## config.mk

```make
export PLATFORM = sky130hd
export DESIGN_NAME = cart_cmd_responder
export DESIGN_NICKNAME = d
export VERILOG_FILES = /design/src/rtl/cart_pkg.sv /design/src/rtl/cart_id_gen.sv /design/src/rtl/cart_cmd_decode.sv /design/src/rtl/cart_word_seq.sv /design/src/rtl/cart_cmd_responder.sv
export SDC_FILE = /design/constraint.sdc
export NUM_CORES = 1
export LEC_CHECK = 0
export BUFFER_PORTS_ARGS = -buffer_cell sky130_fd_sc_hd__buf_2
export CORE_MARGIN = 2
export CORE_UTILIZATION = 45
export DETAILED_ROUTE_END_ITERATION = 16
export PLACE_DENSITY = 0.77
export SLEW_MARGIN = 20
export SYNTH_ARGS = -nofsm -noshare
export SYNTH_HDL_FRONTEND = slang
export SYNTH_SLANG_ARGS = --single-unit
```

## constraint.sdc

```tcl
create_clock -name clk -period 2.2 [get_ports clk]
set_input_delay 0.33 -clock clk [delete_from_list [all_inputs] [get_ports clk]]
set_output_delay 0.33 -clock clk [all_outputs]
set_load 0.02 [all_outputs]
```

## src/rtl/cart_pkg.sv

```systemverilog
// Shared types and constants for the cartridge command responder.
// Assumes: opcode byte is byte 0 of the packet.
package cart_pkg;
    localparam int ROM_MIB_W = 16;

    localparam logic [7:0] OP_ROM_READ  = 8'hB7;
    localparam logic [7:0] OP_NAND_INIT = 8'h94;
    localparam logic [7:0] OP_NAND_SAVE = 8'hB2;
    localparam logic [7:0] OP_NAND_STAT = 8'hD6;
    localparam logic [3:0] NIB_GET_ID   = 4'h1;
    localparam logic [3:0] NIB_KEY_ON   = 4'h4;
    localparam logic [3:0] NIB_TO_MAIN  = 4'hA;

    localparam logic [7:0] ID_LOW_BYTE  = 8'hC2;
    localparam logic [7:0] STAT_SAVE_BIT = 8'h20;

    typedef enum logic [1:0] {FILL_ZERO, FILL_ID, FILL_STATUS, FILL_ROM} fill_e;

    typedef struct packed {
        fill_e fill;
        logic  key_on;
        logic  to_main;
        logic  st_clear;
        logic  st_save;
        logic  bad;
    } dec_t;

    typedef enum logic [1:0] {S_IDLE, S_FETCH, S_LOAD, S_SEND} seq_e;
endpackage

```

## src/rtl/cart_id_gen.sv

```systemverilog
// Chip identity word from ROM size and NAND flag.
// Assumes: size >= 1 MiB; sizes above 128 MiB are multiples of 256 MiB.
module cart_id_gen
    import cart_pkg::*;
(
    input  logic [ROM_MIB_W-1:0] rom_mib,
    input  logic                 nand_type,
    output logic [31:0]          chip_id
);
    logic [7:0] size_code;

    // Size code: small ROMs count MiB, large ones count down in 256 MiB steps.
    always_comb begin
        if (rom_mib <= ROM_MIB_W'(128))
            size_code = rom_mib[7:0] - 8'd1;
        else
            size_code = 8'd0 - rom_mib[15:8];
    end

    // Word layout: type flag in bit 27, size code, fixed low byte.
    assign chip_id = {4'b0, nand_type, 11'b0, size_code, ID_LOW_BYTE};
endmodule

```

## src/rtl/cart_cmd_decode.sv

```systemverilog
// Opcode decoder: maps an opcode, the phase and the cartridge type to
// response fill kind and state side effects. Purely combinational.
module cart_cmd_decode
    import cart_pkg::*;
(
    input  logic [7:0] opcode,
    input  logic       main_phase,
    input  logic       nand_type,
    output dec_t       dec
);
    // Phase-dependent decode; anything unlisted is flagged bad.
    always_comb begin
        dec      = '0;
        dec.fill = FILL_ZERO;
        if (!main_phase) begin
            case (opcode[7:4])
                NIB_GET_ID:  dec.fill    = FILL_ID;
                NIB_KEY_ON:  dec.key_on  = 1'b1;
                NIB_TO_MAIN: dec.to_main = 1'b1;
                default:     dec.bad     = 1'b1;
            endcase
        end else if (opcode == OP_ROM_READ) begin
            dec.fill = FILL_ROM;
        end else if (nand_type) begin
            case (opcode)
                OP_NAND_INIT: dec.st_clear = 1'b1;
                OP_NAND_SAVE: dec.st_save  = 1'b1;
                OP_NAND_STAT: dec.fill     = FILL_STATUS;
                default:      dec.bad      = 1'b1;
            endcase
        end else begin
            dec.bad = 1'b1;
        end
    end
endmodule

```

## src/rtl/cart_word_seq.sv

```systemverilog
// Response word sequencer: emits LEN words either from a fixed fill word
// or from a one-cycle-latency ROM port, with valid/ready and a done pulse.
// Assumes: start only while cmd_ready is high.
module cart_word_seq
    import cart_pkg::*;
#(
    parameter int ADDR_W = 32,
    parameter int LEN_W  = 10
) (
    input  logic              clk,
    input  logic              rst_n,
    input  logic              start,
    input  logic [LEN_W-1:0]  start_len,
    input  logic [ADDR_W-1:0] start_addr,
    input  logic              start_rom,
    input  logic [31:0]       start_word,
    output logic              cmd_ready,
    output logic              rom_rd_en,
    output logic [ADDR_W-1:0] rom_rd_addr,
    input  logic [31:0]       rom_rd_data,
    output logic              rsp_valid,
    output logic [31:0]       rsp_data,
    input  logic              rsp_ready,
    output logic              rsp_done
);
    localparam logic [LEN_W-1:0]  LEN_ONE   = LEN_W'(1);
    localparam logic [ADDR_W-1:0] WORD_STEP = ADDR_W'(4);

    seq_e              st_q;
    logic [LEN_W-1:0]  len_q, cnt_q;
    logic [ADDR_W-1:0] addr_q;
    logic              rom_q, done_q;
    logic [31:0]       word_q;

    // Sequencer state, counters and captured response word.
    always_ff @(posedge clk) begin
        if (!rst_n) begin
            st_q   <= S_IDLE;
            len_q  <= '0;
            cnt_q  <= '0;
            addr_q <= '0;
            rom_q  <= 1'b0;
            word_q <= '0;
            done_q <= 1'b0;
        end else begin
            done_q <= 1'b0;
            case (st_q)
                S_IDLE: if (start) begin
                    len_q  <= start_len;
                    addr_q <= {start_addr[ADDR_W-1:2], 2'b00};
                    rom_q  <= start_rom;
                    word_q <= start_word;
                    cnt_q  <= '0;
                    if (start_len == '0) done_q <= 1'b1;
                    else st_q <= start_rom ? S_FETCH : S_SEND;
                end
                S_FETCH: st_q <= S_LOAD;
                S_LOAD: begin
                    word_q <= rom_rd_data;
                    st_q   <= S_SEND;
                end
                S_SEND: if (rsp_ready) begin
                    cnt_q  <= cnt_q + LEN_ONE;
                    addr_q <= addr_q + WORD_STEP;
                    if (cnt_q + LEN_ONE == len_q) begin
                        st_q   <= S_IDLE;
                        done_q <= 1'b1;
                    end else if (rom_q) begin
                        st_q <= S_FETCH;
                    end
                end
                default: st_q <= S_IDLE;
            endcase
        end
    end

    // Port outputs decoded from state.
    assign cmd_ready   = (st_q == S_IDLE);
    assign rom_rd_en   = (st_q == S_FETCH);
    assign rom_rd_addr = addr_q;
    assign rsp_valid   = (st_q == S_SEND);
    assign rsp_data    = word_q;
    assign rsp_done    = done_q;
endmodule

```

## src/rtl/cart_cmd_responder.sv

```systemverilog
// Top: cartridge command responder. Latches an 8-byte command, decodes it
// per phase and cartridge type, updates phase/key/status/error state and
// streams the response words. Assumes cfg inputs change only while idle.
module cart_cmd_responder
    import cart_pkg::*;
#(
    parameter int LEN_W = 10
) (
    input  logic                 clk,
    input  logic                 rst_n,
    input  logic [ROM_MIB_W-1:0] cfg_rom_mib,
    input  logic                 cfg_nand,
    input  logic                 cmd_valid,
    output logic                 cmd_ready,
    input  logic [63:0]          cmd_data,
    input  logic [LEN_W-1:0]     cmd_len_words,
    output logic                 rsp_valid,
    input  logic                 rsp_ready,
    output logic [31:0]          rsp_data,
    output logic                 rsp_done,
    output logic                 rom_rd_en,
    output logic [31:0]          rom_rd_addr,
    input  logic [31:0]          rom_rd_data,
    output logic                 key_enable,
    output logic                 err_flag
);
    logic        accept, main_q, key_q, err_q;
    logic [7:0]  status_q;
    logic [31:0] chip_id, fill_word;
    dec_t        dec;
    logic        unused_tail;

    assign accept      = cmd_valid && cmd_ready;
    assign unused_tail = ^cmd_data[23:0];

    cart_id_gen i_id (
        .rom_mib   (cfg_rom_mib),
        .nand_type (cfg_nand),
        .chip_id   (chip_id)
    );

    cart_cmd_decode i_dec (
        .opcode     (cmd_data[63:56]),
        .main_phase (main_q),
        .nand_type  (cfg_nand),
        .dec        (dec)
    );

    // Phase, key enable, sticky error and NAND status updates on accept.
    always_ff @(posedge clk) begin
        if (!rst_n) begin
            main_q   <= 1'b0;
            key_q    <= 1'b0;
            err_q    <= 1'b0;
            status_q <= '0;
        end else if (accept) begin
            if (dec.to_main) main_q <= 1'b1;
            if (dec.key_on)  key_q  <= 1'b1;
            if (dec.bad)     err_q  <= 1'b1;
            if (dec.st_clear)     status_q <= '0;
            else if (dec.st_save) status_q <= status_q | STAT_SAVE_BIT;
        end
    end

    // Fixed response word for non-ROM commands.
    always_comb begin
        case (dec.fill)
            FILL_ID:     fill_word = chip_id;
            FILL_STATUS: fill_word = {4{status_q}};
            default:     fill_word = '0;
        endcase
    end

    cart_word_seq #(.ADDR_W(32), .LEN_W(LEN_W)) i_seq (
        .clk         (clk),
        .rst_n       (rst_n),
        .start       (accept),
        .start_len   (cmd_len_words),
        .start_addr  (cmd_data[55:24]),
        .start_rom   (dec.fill == FILL_ROM),
        .start_word  (fill_word),
        .cmd_ready   (cmd_ready),
        .rom_rd_en   (rom_rd_en),
        .rom_rd_addr (rom_rd_addr),
        .rom_rd_data (rom_rd_data),
        .rsp_valid   (rsp_valid),
        .rsp_data    (rsp_data),
        .rsp_ready   (rsp_ready),
        .rsp_done    (rsp_done)
    );

    assign key_enable = key_q;
    assign err_flag   = err_q;
endmodule

```

==> metrics.md <==
| Metric | Value |
|---|---|
| Pre-CTS setup slack | `-0.212 ns` |
| Width of the die | `roughly 110 um` |
| Tightest Pin Transition | `0.713 ns` |
| Clock Tree Buf Depth | `2` |
| Synth Cell Area | `about 5200 um2` |
| Endpoints failing setup | `0` |
| Syn avg cell area | `around 7.5 um2` |
| Vias in the first global route | `between 5000 and 6000` |
| Vias per inst | `5.79` |
| Net Sw Power | `around 3.3 mW` |
| Fin crit share | `0.942` |
| Max Slew Vio Count | `0` |
| Io pins | `197` |
| Fraction of registers with async set/reset | `0` |
| Sequential Power Share | `0.319` |
| Crit path capture type | `flop` |
| Setup TNS Final | `0 ns` |
| Post-synth EDFFs | `0` |
| Top cells by area, synth | `dfxtp_1 35%, a21oi_1 6.8%, nor2_1 6.2%, nand2_1 5.1%, o21ai_0 4.3%` |
| Top cells by count, synth | `90 x dfxtp_1, 85 x nor2_1, 71 x nand2_1, 70 x a21oi_1, 45 x o21ai_0` |
| Max-slew headroom | `0.523` |
| Maxcap violations | `0` |
| Worst EP required | `approximately 2.4 ns` |
| DRC Markers | `0` |
| Final design area excluding fillers | `6700 um2` |
| FF+latch count, synth | `90` |
| First-pass GRT wire length | `about 25000 um` |
| Rows | `39` |
| Clk_skew | `~0.0065 ns` |
| Initial DRC count | `around 470` |
| Worst-Skew Late Latency | `roughly 0.34 ns` |
| Die area | `~12000 um2` |
| Worst hold path cell count | `3` |
| Area after DPL | `between 6000 and 7000 um2` |
| Final cell count without fillers | `approximately 1000` |
| Core Region | `11300 um2` |
| Final Critical Period | `2.07 ns` |
| I/O Buffers | `~170` |
| Hold crit path type | `in2reg` |
| Dominant cell type by area after synthesis | `dfxtp_1` |
| Clock group share of total power | `0.213` |
| CTS tree | `built` |
| Critical Path Fanout Max | `8` |
| Wire length per cell | `about 15 um` |
| Detail Route Antenna Nets | `0` |
| # H-tree levels | `3` |
| Netlist cell types | `between 60 and 70` |
| Status | `finished, final reports clean` |
| Comb power frac | `0.467` |
| Sequential-to-total area share from yosys stat | `0.348` |
| # diodes | `0` |
| VDD IR max | `approximately 0.56 mV` |
| Clock slew at reported path FFs | `around 0.07 ns` |
| Cells after Synth | `around 700` |
| Placed wire-length estimate | `about 11000 um` |
| Most frequent cell after synthesis | `dfxtp_1` |
| Yosys top cell area share | `0.348` |
| Switching Fraction | `0.436` |
| Drt pass-1 iters | `5` |
| WS Path Type | `in2reg` |
| Nets | `998` |
| F_max | `just under 500 MHz` |
| Min Hold Slack | `0.234 ns` |
| Remaining Overflow, GRT | `0` |
| Die height | `~110 um` |
| Num CTS Buffers | `9` |
| # clock sinks | `90` |
| Worst setup margin | `approximately 0.13 ns` |
| Layout cell share with drive strength beyond 1 | `0.300` |
| LEAKAGE | `slightly below 3 nW` |
| Root Buffer | `clkbuf_16` |
| Int Power | `around 4.3 mW` |
| Placed Cells | `just under 1000` |
| Initial antenna violation count | `0` |
| Largest net degree at the start of global routing | `50` |
| Initial Util | `0.458` |
| Overall power | `between 7 and 8 mW` |
| Via count | `a little under 6000` |
| Primary FF master, synth | `dfxtp_1` |
| Total routed wirelength | `roughly 15000 um` |
| Reg2reg path depth | `9` |
| CP startpoint kind | `primary input` |
| Synth-to-Final Area Change | `29.3%` |
| Cts hold-fix bufs | `0` |
| Power Dens Cells | `~1100 nW/um2` |
| Ys Warns | `0` |
| Arrival time at the worst endpoint | `2.30 ns` |
| GR Util All Layers | `0.241` |
| Hold violation total from the final report | `0` |
| Gpl congestion | `just under 0.9` |
| Final core occ | `0.592` |
-- cell type report --
type / instances / area, um2
multi-input cells: 533 / 3150
flip-flops and latches: 90 / 1800
fillers: 1071 / 4620
well taps: 143 / 179
inverters: 15 / 61.3
clock inverters: 7 / 86.3
repair buffers: 214 / 1190
clock buffers: 9 / 225
-- critical path, cell delays in order --
cell and delay (ns):
buf_2 0.13, inv_4 0.06, ha_4 0.12, or3b_4 0.39, nor3_4 0.19, or4b_1 0.44, buf_4 0.19, mux2i_1 0.12
a221oi_1 0.27, nor2_1 0.06
-- power groups by stage --
stage               clock network (mW)  logic, mW  registers, mW
floorplan                            0       1.87           2.92
global placement                     0       3.46           2.46
detailed placement                   0       3.52           2.46
CTS                               1.66       3.53           2.43
global route                      1.73       3.96           2.50
finish                            1.63       3.57           2.44
-- final timing paths --
| check | from | to | slack [ns] |
|---|---|---|---|
| min | cmd_len_words[1] | i_seq.len_q[1]$_SDFFE_PN0P_ | 0.23 |
| max | cfg_rom_mib[8] | i_seq.rsp_data[9]$_SDFFE_PN0P_ | 0.13 |
| max reg2reg | i_seq.st_q[0]$_SDFFE_PN0P_ | i_seq.st_q[0]$_SDFFE_PN0P_ | 0.16 |
| min reg2reg | i_seq.len_q[9]$_SDFFE_PN0P_ | i_seq.len_q[9]$_SDFFE_PN0P_ | 0.47 |
-- sequential cells by signal, summed over array words and instances (netlist names) --
register / flops
i_seq.len_q: 10
err_flag: 1
i_seq.st_q: 2
i_seq.rom_q: 1
i_seq.rsp_done: 1
main_q: 1
status_q: 1
i_seq.rsp_data: 32
i_seq.rom_rd_addr: 30
key_enable: 1
i_seq.cnt_q: 10
-- repair_timing --
action / in CTS / in global routing
setup endpoints to repair: 3 / 20
setup buffers: 0 / 0
resized for setup: 1 / 6
pin swaps: 0 / 1
-- layout by cell type, fill, tap and decap left out, types with 8 or more instances in the layout --
master	netlist	layout
a211oi_1	9	9
a21oi_1	70	69
a221oi_1	9	8
a22oi_1	22	22
a31oi_1	8	8
and3_1	8	8
and4_1	8	8
buf_2	4	168
buf_4	4	45
clkbuf_16	0	9
dfxtp_1	90	89
inv_1	14	12
nand2_1	71	70
nand3_1	27	27
nand4_1	10	10
nor2_1	85	85
nor2b_1	10	9
nor3_1	22	21
o21ai_0	45	45
o22ai_1	8	8
xnor2_1	9	9
xor2_1	11	11
-- routing by layer --
layer / routed length, um / track usage / up-vias
li1: - / - / 2843
met1: 6650 / 0.324 / 2721
met2: 7060 / 0.392 / 270
met3: 1220 / 0.0498 / 18
met4: 229 / 0.0708 / 0
met5: 0 / 0 / -
-- cells by family (layout without fill, tap and decap cells) --
kind of cell    Yosys count  after routing  share of synthesized area
flops                    90             90                      0.348
other cells               1              2                   0.000724
mux                       8              8                     0.0157
xor+xnor                 20             20                     0.0338
fa+ha+maj                 8              8                     0.0193
buf+inv                  66            245                     0.0534
simple gates            287            287                      0.277
compound gates          208            208                      0.252
No activity file was read; power rests on OpenSTA's default activity.
